### src/rtl/md_pkg.sv
package md_pkg;
  typedef enum logic [1:0] {
    OP_MUL_S = 2'd0,
    OP_MUL_U = 2'd1,
    OP_DIV_S = 2'd2,
    OP_DIV_U = 2'd3
  } md_op_e;
endpackage

### src/rtl/md_mult.sv
module md_mult #(
  parameter int W = 32
) (
  input  logic           is_signed_i,
  input  logic [W-1:0]   a_i,
  input  logic [W-1:0]   b_i,
  output logic [2*W-1:0] prod_o
);
  localparam int EW = W + 1;

  logic signed [EW-1:0]   a_ext, b_ext;
  logic signed [2*EW-1:0] full;

  // one extension bit picks signed or unsigned interpretation
  assign a_ext  = $signed({is_signed_i & a_i[W-1], a_i});
  assign b_ext  = $signed({is_signed_i & b_i[W-1], b_i});
  assign full   = a_ext * b_ext;
  assign prod_o = full[2*W-1:0];
endmodule

### src/rtl/md_div.sv
module md_div #(
  parameter int W = 32
) (
  input  logic         clk_i,
  input  logic         rst_ni,
  input  logic         load_i,
  input  logic [W-1:0] num_i,
  input  logic [W-1:0] den_i,
  output logic         busy_o,
  output logic         done_o,
  output logic [W-1:0] quo_o,
  output logic [W-1:0] rem_o
);
  localparam int CW = $clog2(W);
  localparam logic [CW-1:0] LAST = CW'(W - 1);

  logic          busy_q;
  logic [CW-1:0] cnt_q;
  logic [W-1:0]  rem_q, quo_q, den_q;
  logic [W:0]    trial;
  logic [W-1:0]  rem_n, quo_n;

  // restoring step: shift in next dividend bit, subtract if it fits
  assign trial = {rem_q, quo_q[W-1]} - {1'b0, den_q};
  assign rem_n = trial[W] ? {rem_q[W-2:0], quo_q[W-1]} : trial[W-1:0];
  assign quo_n = {quo_q[W-2:0], ~trial[W]};

  always_ff @(posedge clk_i or negedge rst_ni) begin
    if (!rst_ni) begin
      busy_q <= 1'b0;
      cnt_q  <= '0;
      rem_q  <= '0;
      quo_q  <= '0;
      den_q  <= '0;
    end else if (load_i && !busy_q) begin
      busy_q <= 1'b1;
      cnt_q  <= '0;
      rem_q  <= '0;
      quo_q  <= num_i;
      den_q  <= den_i;
    end else if (busy_q) begin
      rem_q <= rem_n;
      quo_q <= quo_n;
      cnt_q <= cnt_q + 1'b1;
      if (cnt_q == LAST) busy_q <= 1'b0;
    end
  end

  assign busy_o = busy_q;
  assign done_o = busy_q && (cnt_q == LAST);
  assign quo_o  = quo_n;
  assign rem_o  = rem_n;
endmodule

### src/rtl/md_unit.sv
module md_unit
  import md_pkg::*;
#(
  parameter int W = 32
) (
  input  logic         clk_i,
  input  logic         rst_ni,
  input  logic         start_i,
  input  logic [1:0]   op_i,
  input  logic [W-1:0] a_i,
  input  logic [W-1:0] b_i,
  input  logic         hi_we_i,
  input  logic         lo_we_i,
  input  logic [W-1:0] wdata_i,
  output logic         busy_o,
  output logic [W-1:0] hi_o,
  output logic [W-1:0] lo_o
);
  localparam logic [W-1:0] MIN_NEG = {1'b1, {(W-1){1'b0}}};
  localparam logic [W-1:0] ALL_ONE = '1;
  localparam logic [W-1:0] ONE     = W'(1);

  md_op_e       op;
  logic         div_busy, div_done, accept, is_div, sgn;
  logic         b_zero, ovf, neg_a, neg_b, div_load;
  logic [W-1:0] mag_a, mag_b, quo, rem;
  logic [2*W-1:0] prod;
  logic         qneg_q, rneg_q;
  logic [W-1:0] hi_q, lo_q;

  assign op       = md_op_e'(op_i);
  assign accept   = start_i && !div_busy;
  assign is_div   = (op == OP_DIV_S) || (op == OP_DIV_U);
  assign sgn      = (op == OP_MUL_S) || (op == OP_DIV_S);
  assign b_zero   = (b_i == '0);
  assign ovf      = (op == OP_DIV_S) && (a_i == MIN_NEG) && (b_i == ALL_ONE);
  assign neg_a    = sgn && a_i[W-1];
  assign neg_b    = sgn && b_i[W-1];
  assign mag_a    = neg_a ? (~a_i + ONE) : a_i;
  assign mag_b    = neg_b ? (~b_i + ONE) : b_i;
  assign div_load = accept && is_div && !b_zero && !ovf;

  md_mult #(.W(W)) u_mult (
    .is_signed_i (sgn),
    .a_i         (a_i),
    .b_i         (b_i),
    .prod_o      (prod)
  );

  md_div #(.W(W)) u_div (
    .clk_i  (clk_i),
    .rst_ni (rst_ni),
    .load_i (div_load),
    .num_i  (mag_a),
    .den_i  (mag_b),
    .busy_o (div_busy),
    .done_o (div_done),
    .quo_o  (quo),
    .rem_o  (rem)
  );

  always_ff @(posedge clk_i or negedge rst_ni) begin
    if (!rst_ni) begin
      hi_q   <= '0;
      lo_q   <= '0;
      qneg_q <= 1'b0;
      rneg_q <= 1'b0;
    end else if (accept) begin
      if (!is_div) begin
        hi_q <= prod[2*W-1:W];
        lo_q <= prod[W-1:0];
      end else if (b_zero) begin
        hi_q <= a_i;
        lo_q <= neg_a ? ONE : ALL_ONE;
      end else if (ovf) begin
        hi_q <= '0;
        lo_q <= MIN_NEG;
      end else begin
        qneg_q <= neg_a ^ neg_b;
        rneg_q <= neg_a;
      end
    end else if (div_done) begin
      lo_q <= qneg_q ? (~quo + ONE) : quo;
      hi_q <= rneg_q ? (~rem + ONE) : rem;
    end else if (!div_busy) begin
      if (hi_we_i) hi_q <= wdata_i;
      if (lo_we_i) lo_q <= wdata_i;
    end
  end

  assign busy_o = div_busy;
  assign hi_o   = hi_q;
  assign lo_o   = lo_q;
endmodule

### config.mk
export PLATFORM = sky130hd
export DESIGN_NAME = md_unit
export DESIGN_NICKNAME = d
export VERILOG_FILES = /design/src/rtl/md_pkg.sv /design/src/rtl/md_mult.sv /design/src/rtl/md_div.sv /design/src/rtl/md_unit.sv
export SDC_FILE = /design/constraint.sdc
export NUM_CORES = 2
export LEC_CHECK = 0
export BUFFER_PORTS_ARGS = -buffer_cell sky130_fd_sc_hd__buf_2
export CAP_MARGIN = 10
export CORE_MARGIN = 2
export CORE_UTILIZATION = 39
export CTS_BUF_LIST = sky130_fd_sc_hd__clkbuf_8
export DETAILED_ROUTE_END_ITERATION = 7
export PLACE_DENSITY = 0.65
export SYNTH_ARGS = -nofsm -noshare
export SYNTH_HDL_FRONTEND = slang
export SYNTH_SLANG_ARGS = --single-unit
### constraint.sdc
create_clock -name clk_i -period 6.34 [get_ports clk_i]
set_clock_uncertainty 0.05 [all_clocks]
set_input_delay 1.268 -clock clk_i [delete_from_list [all_inputs] [get_ports clk_i]]
set_output_delay 1.268 -clock clk_i [all_outputs]
set_load 0.01 [all_outputs]
==> flow_metrics.py <==
metrics = {
    "status": {
        "outcome": "finished with violations",
        "violations": "negative setup slack",
    },
    "place": {
        "dp_hpwl_um": 145000,
        "dp_cells": 8125,
        "port_buffers": 167,
        "gp_congestion": 0.953,
    },
    "timing": {
        "worst_pin_slew_ps": 1090,
        "rsz0062_at_grt": "yes",
        "hold_slack_ps": 439,
        "setup_ws_ps": -2280,
        "max_freq_mhz": 116,
        "finalCriticalPeriod_ps": 8620,
        "period_share_pct": 136,
        "max_slew_margin_pct": 27.1,
        "final-setup-viol-count": 54,
        "slew_viol_final": 0,
        "hold_violations": 0,
    },
    "clocking": {
        "cts_tree": "built",
        "cts-root-buf": "clkbuf_8",
        "cts.clk_slew.worst_paths_ps": 110,
        "cts.htree.levels": 4,
        "cts_buffers": 17,
        "insertion_delay_ps": 490,
        "cts.sinks": 168,
        "clockBufferDepth": 2,
    },
    "logic_synthesis": {
        "ys_warn_count": 0,
        "avgSynthCellArea_sq_um": 8.68,
        "synth.distinct_cells": 99,
        "synth_enable_flop_cells": 0,
        "syn_inst": 5949,
        "synthesis.nets": 7429,
        "synth_flop_cell": "dfrtp_1",
        "syn_area_sq_um": 51600,
        "async_reset_ff_share_pct": 100,
        "ys_seq_area_share_pct": 8.14,
        "synth_seq_cells": 168,
    },
    "detailed_routing": {
        "remaining_drc_errors": 0,
        "drt-total-wl_um": 176000,
        "drtIter0Drc": 4031,
        "routed_via_density": 5.33,
        "drtPass1Iterations": 6,
        "num_vias": 44000,
        "routedWlPerCell_um": 21.4,
        "postRouteAntennaNets": 0,
    },
    "global_route": {
        "grt_first_pass_wirelength_um": 273000,
        "grt_max_degree": 169,
        "grt_pass1_vias": 46100,
        "antenna_found_initial": 3,
        "grt_overflow": 0,
        "grt_usage_pct": 26.0,
    },
    "worst_setup_path": {
        "crit_path_top_delay_cell": "fa_2",
        "worstPathArrival_ps": 8960,
        "crit_path_max_incr_delay_ps": 630,
        "end_kind": "flip-flop",
        "cp_data_required_time_ps": 6680,
        "cpMostUsedCell": "fa_1",
        "start_kind": "primary input",
        "critPathKind": "in2reg",
        "worstPathMaxFanout": 7,
    },
    "hold_path": {
        "min_path_type": "reg2reg",
    },
    "floorplanning": {
        "die_h_um": 368,
        "io_pins": 168,
        "dieArea_sq_um": 135000,
        "initial_utilization_pct": 39.3,
        "fp.coreArea_sq_um": 131000,
        "dieWidth_um": 368,
        "core.rowCount": 133,
    },
    "layout": {
        "nets": 7955,
        "layout_common_cells": "inv_1 (1130), fa_1 (1059), nand2_1 (971)",
        "regArea_sq_um": 4210,
        "multi_input_area_sq_um": 43400,
        "final_cells": 8245,
        "fillers": 12400,
        "final_common_cell": "inv_1",
        "area_growth_pct": 21.1,
        "drive_above_1_share_pct": 20.8,
    },
    "run": {
        "drv_cap": 0,
    },
}
-- per-layer routing --
metal | routed length, um | track usage [%] | vias to the layer above | part of all wire, %
met3 | 15900 | 4.97 | 410 | 9.0
met1 | 72700 | 35.8 | 22300 | 41
li1 | - | - | 19200 | -
met5 | 13 | 0 | - | 0.0074
met4 | 8560 | 10.1 | 2 | 4.9
met2 | 79200 | 40.4 | 2009 | 45
-- sequential cells by signal (all words and copies together), names as in the netlist, 5 cells and up --
| register | count |
|---|---|
| hi_o | 32 |
| lo_o | 32 |
| u_div.cnt_q | 5 |
| u_div.den_q | 32 |
| u_div.quo_q | 32 |
| u_div.rem_q | 32 |
-- timing repair --
action	4_1_cts	5_1_grt
pin swaps	98	115
setup endpoints to repair	54	54
cloned	4	4
buffers inserted	31	55
hold buffers	0	0
gates resized for setup	233	160
-- through the flow --
stage | setup slack (ps) | cell area, sq um | setup TNS [ps] | utilization [%]
3_5_place_dp | -2890 | 59700 | -116250 | 45.4
4_1_cts | -2140 | 61400 | -79590 | 46.7
6_report | -2280 | 62500 | -84000 | 47.5
3_3_place_gp | -2850 | 59700 | -113280 | 45.4
2_1_floorplan | -2830 | 53700 | -77580 | -
5_1_grt | -2460 | 62500 | -95010 | 47.5
-- area by class of cell --
| class | instances | share of cell area, % |
|---|---|---|
| tap | 1755 | 3.51 |
| clock buffer | 17 | 0.374 |
| timing repair buffer | 891 | 12.6 |
| inverter | 1194 | 7.19 |
| sequential | 168 | 6.73 |
| clock inverter | 15 | 0.268 |
| multi-input combinational | 4203 | 69.4 |
| antenna | 2 | 0.00801 |
-- worst max-delay path, delay by kind of cell --
family	cells	cell delay, ps
adder cells (fa/ha/maj)	9	4180
AND/OR/NAND/NOR	2	420
buffers and inverters	11	1450
AO/OA/AOI/OAI	8	1480
XOR/XNOR	1	150
-- logic make-up after synthesis --
| family | after synthesis | synth area share (%) |
|---|---|---|
| AO/OA/AOI/OAI | 776 | 9.97 |
| XOR/XNOR | 200 | 3.39 |
| adder cells (fa/ha/maj) | 1377 | 49.7 |
| buffers and inverters | 1578 | 11.5 |
| flip-flops | 168 | 8.14 |
| multiplexers | 58 | 1.14 |
| AND/OR/NAND/NOR | 1792 | 16.1 |
-- cells in the mapped netlist, types with 11 or more instances --
cell / n / area [sq um]
inv_1: 1192 / 4470
fa_1: 1126 / 22500
nand2_1: 994 / 3730
and2_1: 380 / 2380
clkbuf_1: 282 / 1060
ha_1: 251 / 3140
o21ai_0: 239 / 1200
dfrtp_1: 168 / 4200
nor2_1: 162 / 608
a21oi_1: 156 / 781
xnor2_1: 119 / 1040
buf_1: 83 / 312
xor2_1: 81 / 709
a21o_1: 54 / 405
mux2i_1: 52 / 521
nand3_1: 45 / 225
nor3_1: 42 / 210
o31ai_1: 37 / 278
o221ai_1: 31 / 272
or3_1: 29 / 181
a211oi_1: 28 / 210
a31oi_1: 28 / 175
o21a_1: 22 / 165
nand4_1: 21 / 131
o211ai_1: 21 / 158
nand2b_1: 18 / 113
nor2b_1: 18 / 113
and3_1: 17 / 106
nor4_1: 17 / 106
buf_2: 13 / 65.1
a221o_1: 12 / 120
o41ai_1: 12 / 105
or2_2: 11 / 68.8
or4_1: 11 / 82.6
-- worst paths after layout --
path	end	startpoint	cells after the start	slack [ps]
worst max-delay path	hi_o[24]	op_i[0]	31	-2280
worst min-delay path	lo_o[10]	lo_o[10]	2	440
worst max register to register	hi_o[22]	u_div.quo_q[31]	20	670
worst min register to register	lo_o[10]	lo_o[10]	2	440
max in group asynchronous	u_div.busy_o	rst_ni	2	4570
min in group asynchronous	u_div.den_q[29]	rst_ni	2	770
Power is not shown: default switching activity piles up to over one toggle a cycle in this logic, so the estimate is an artifact.
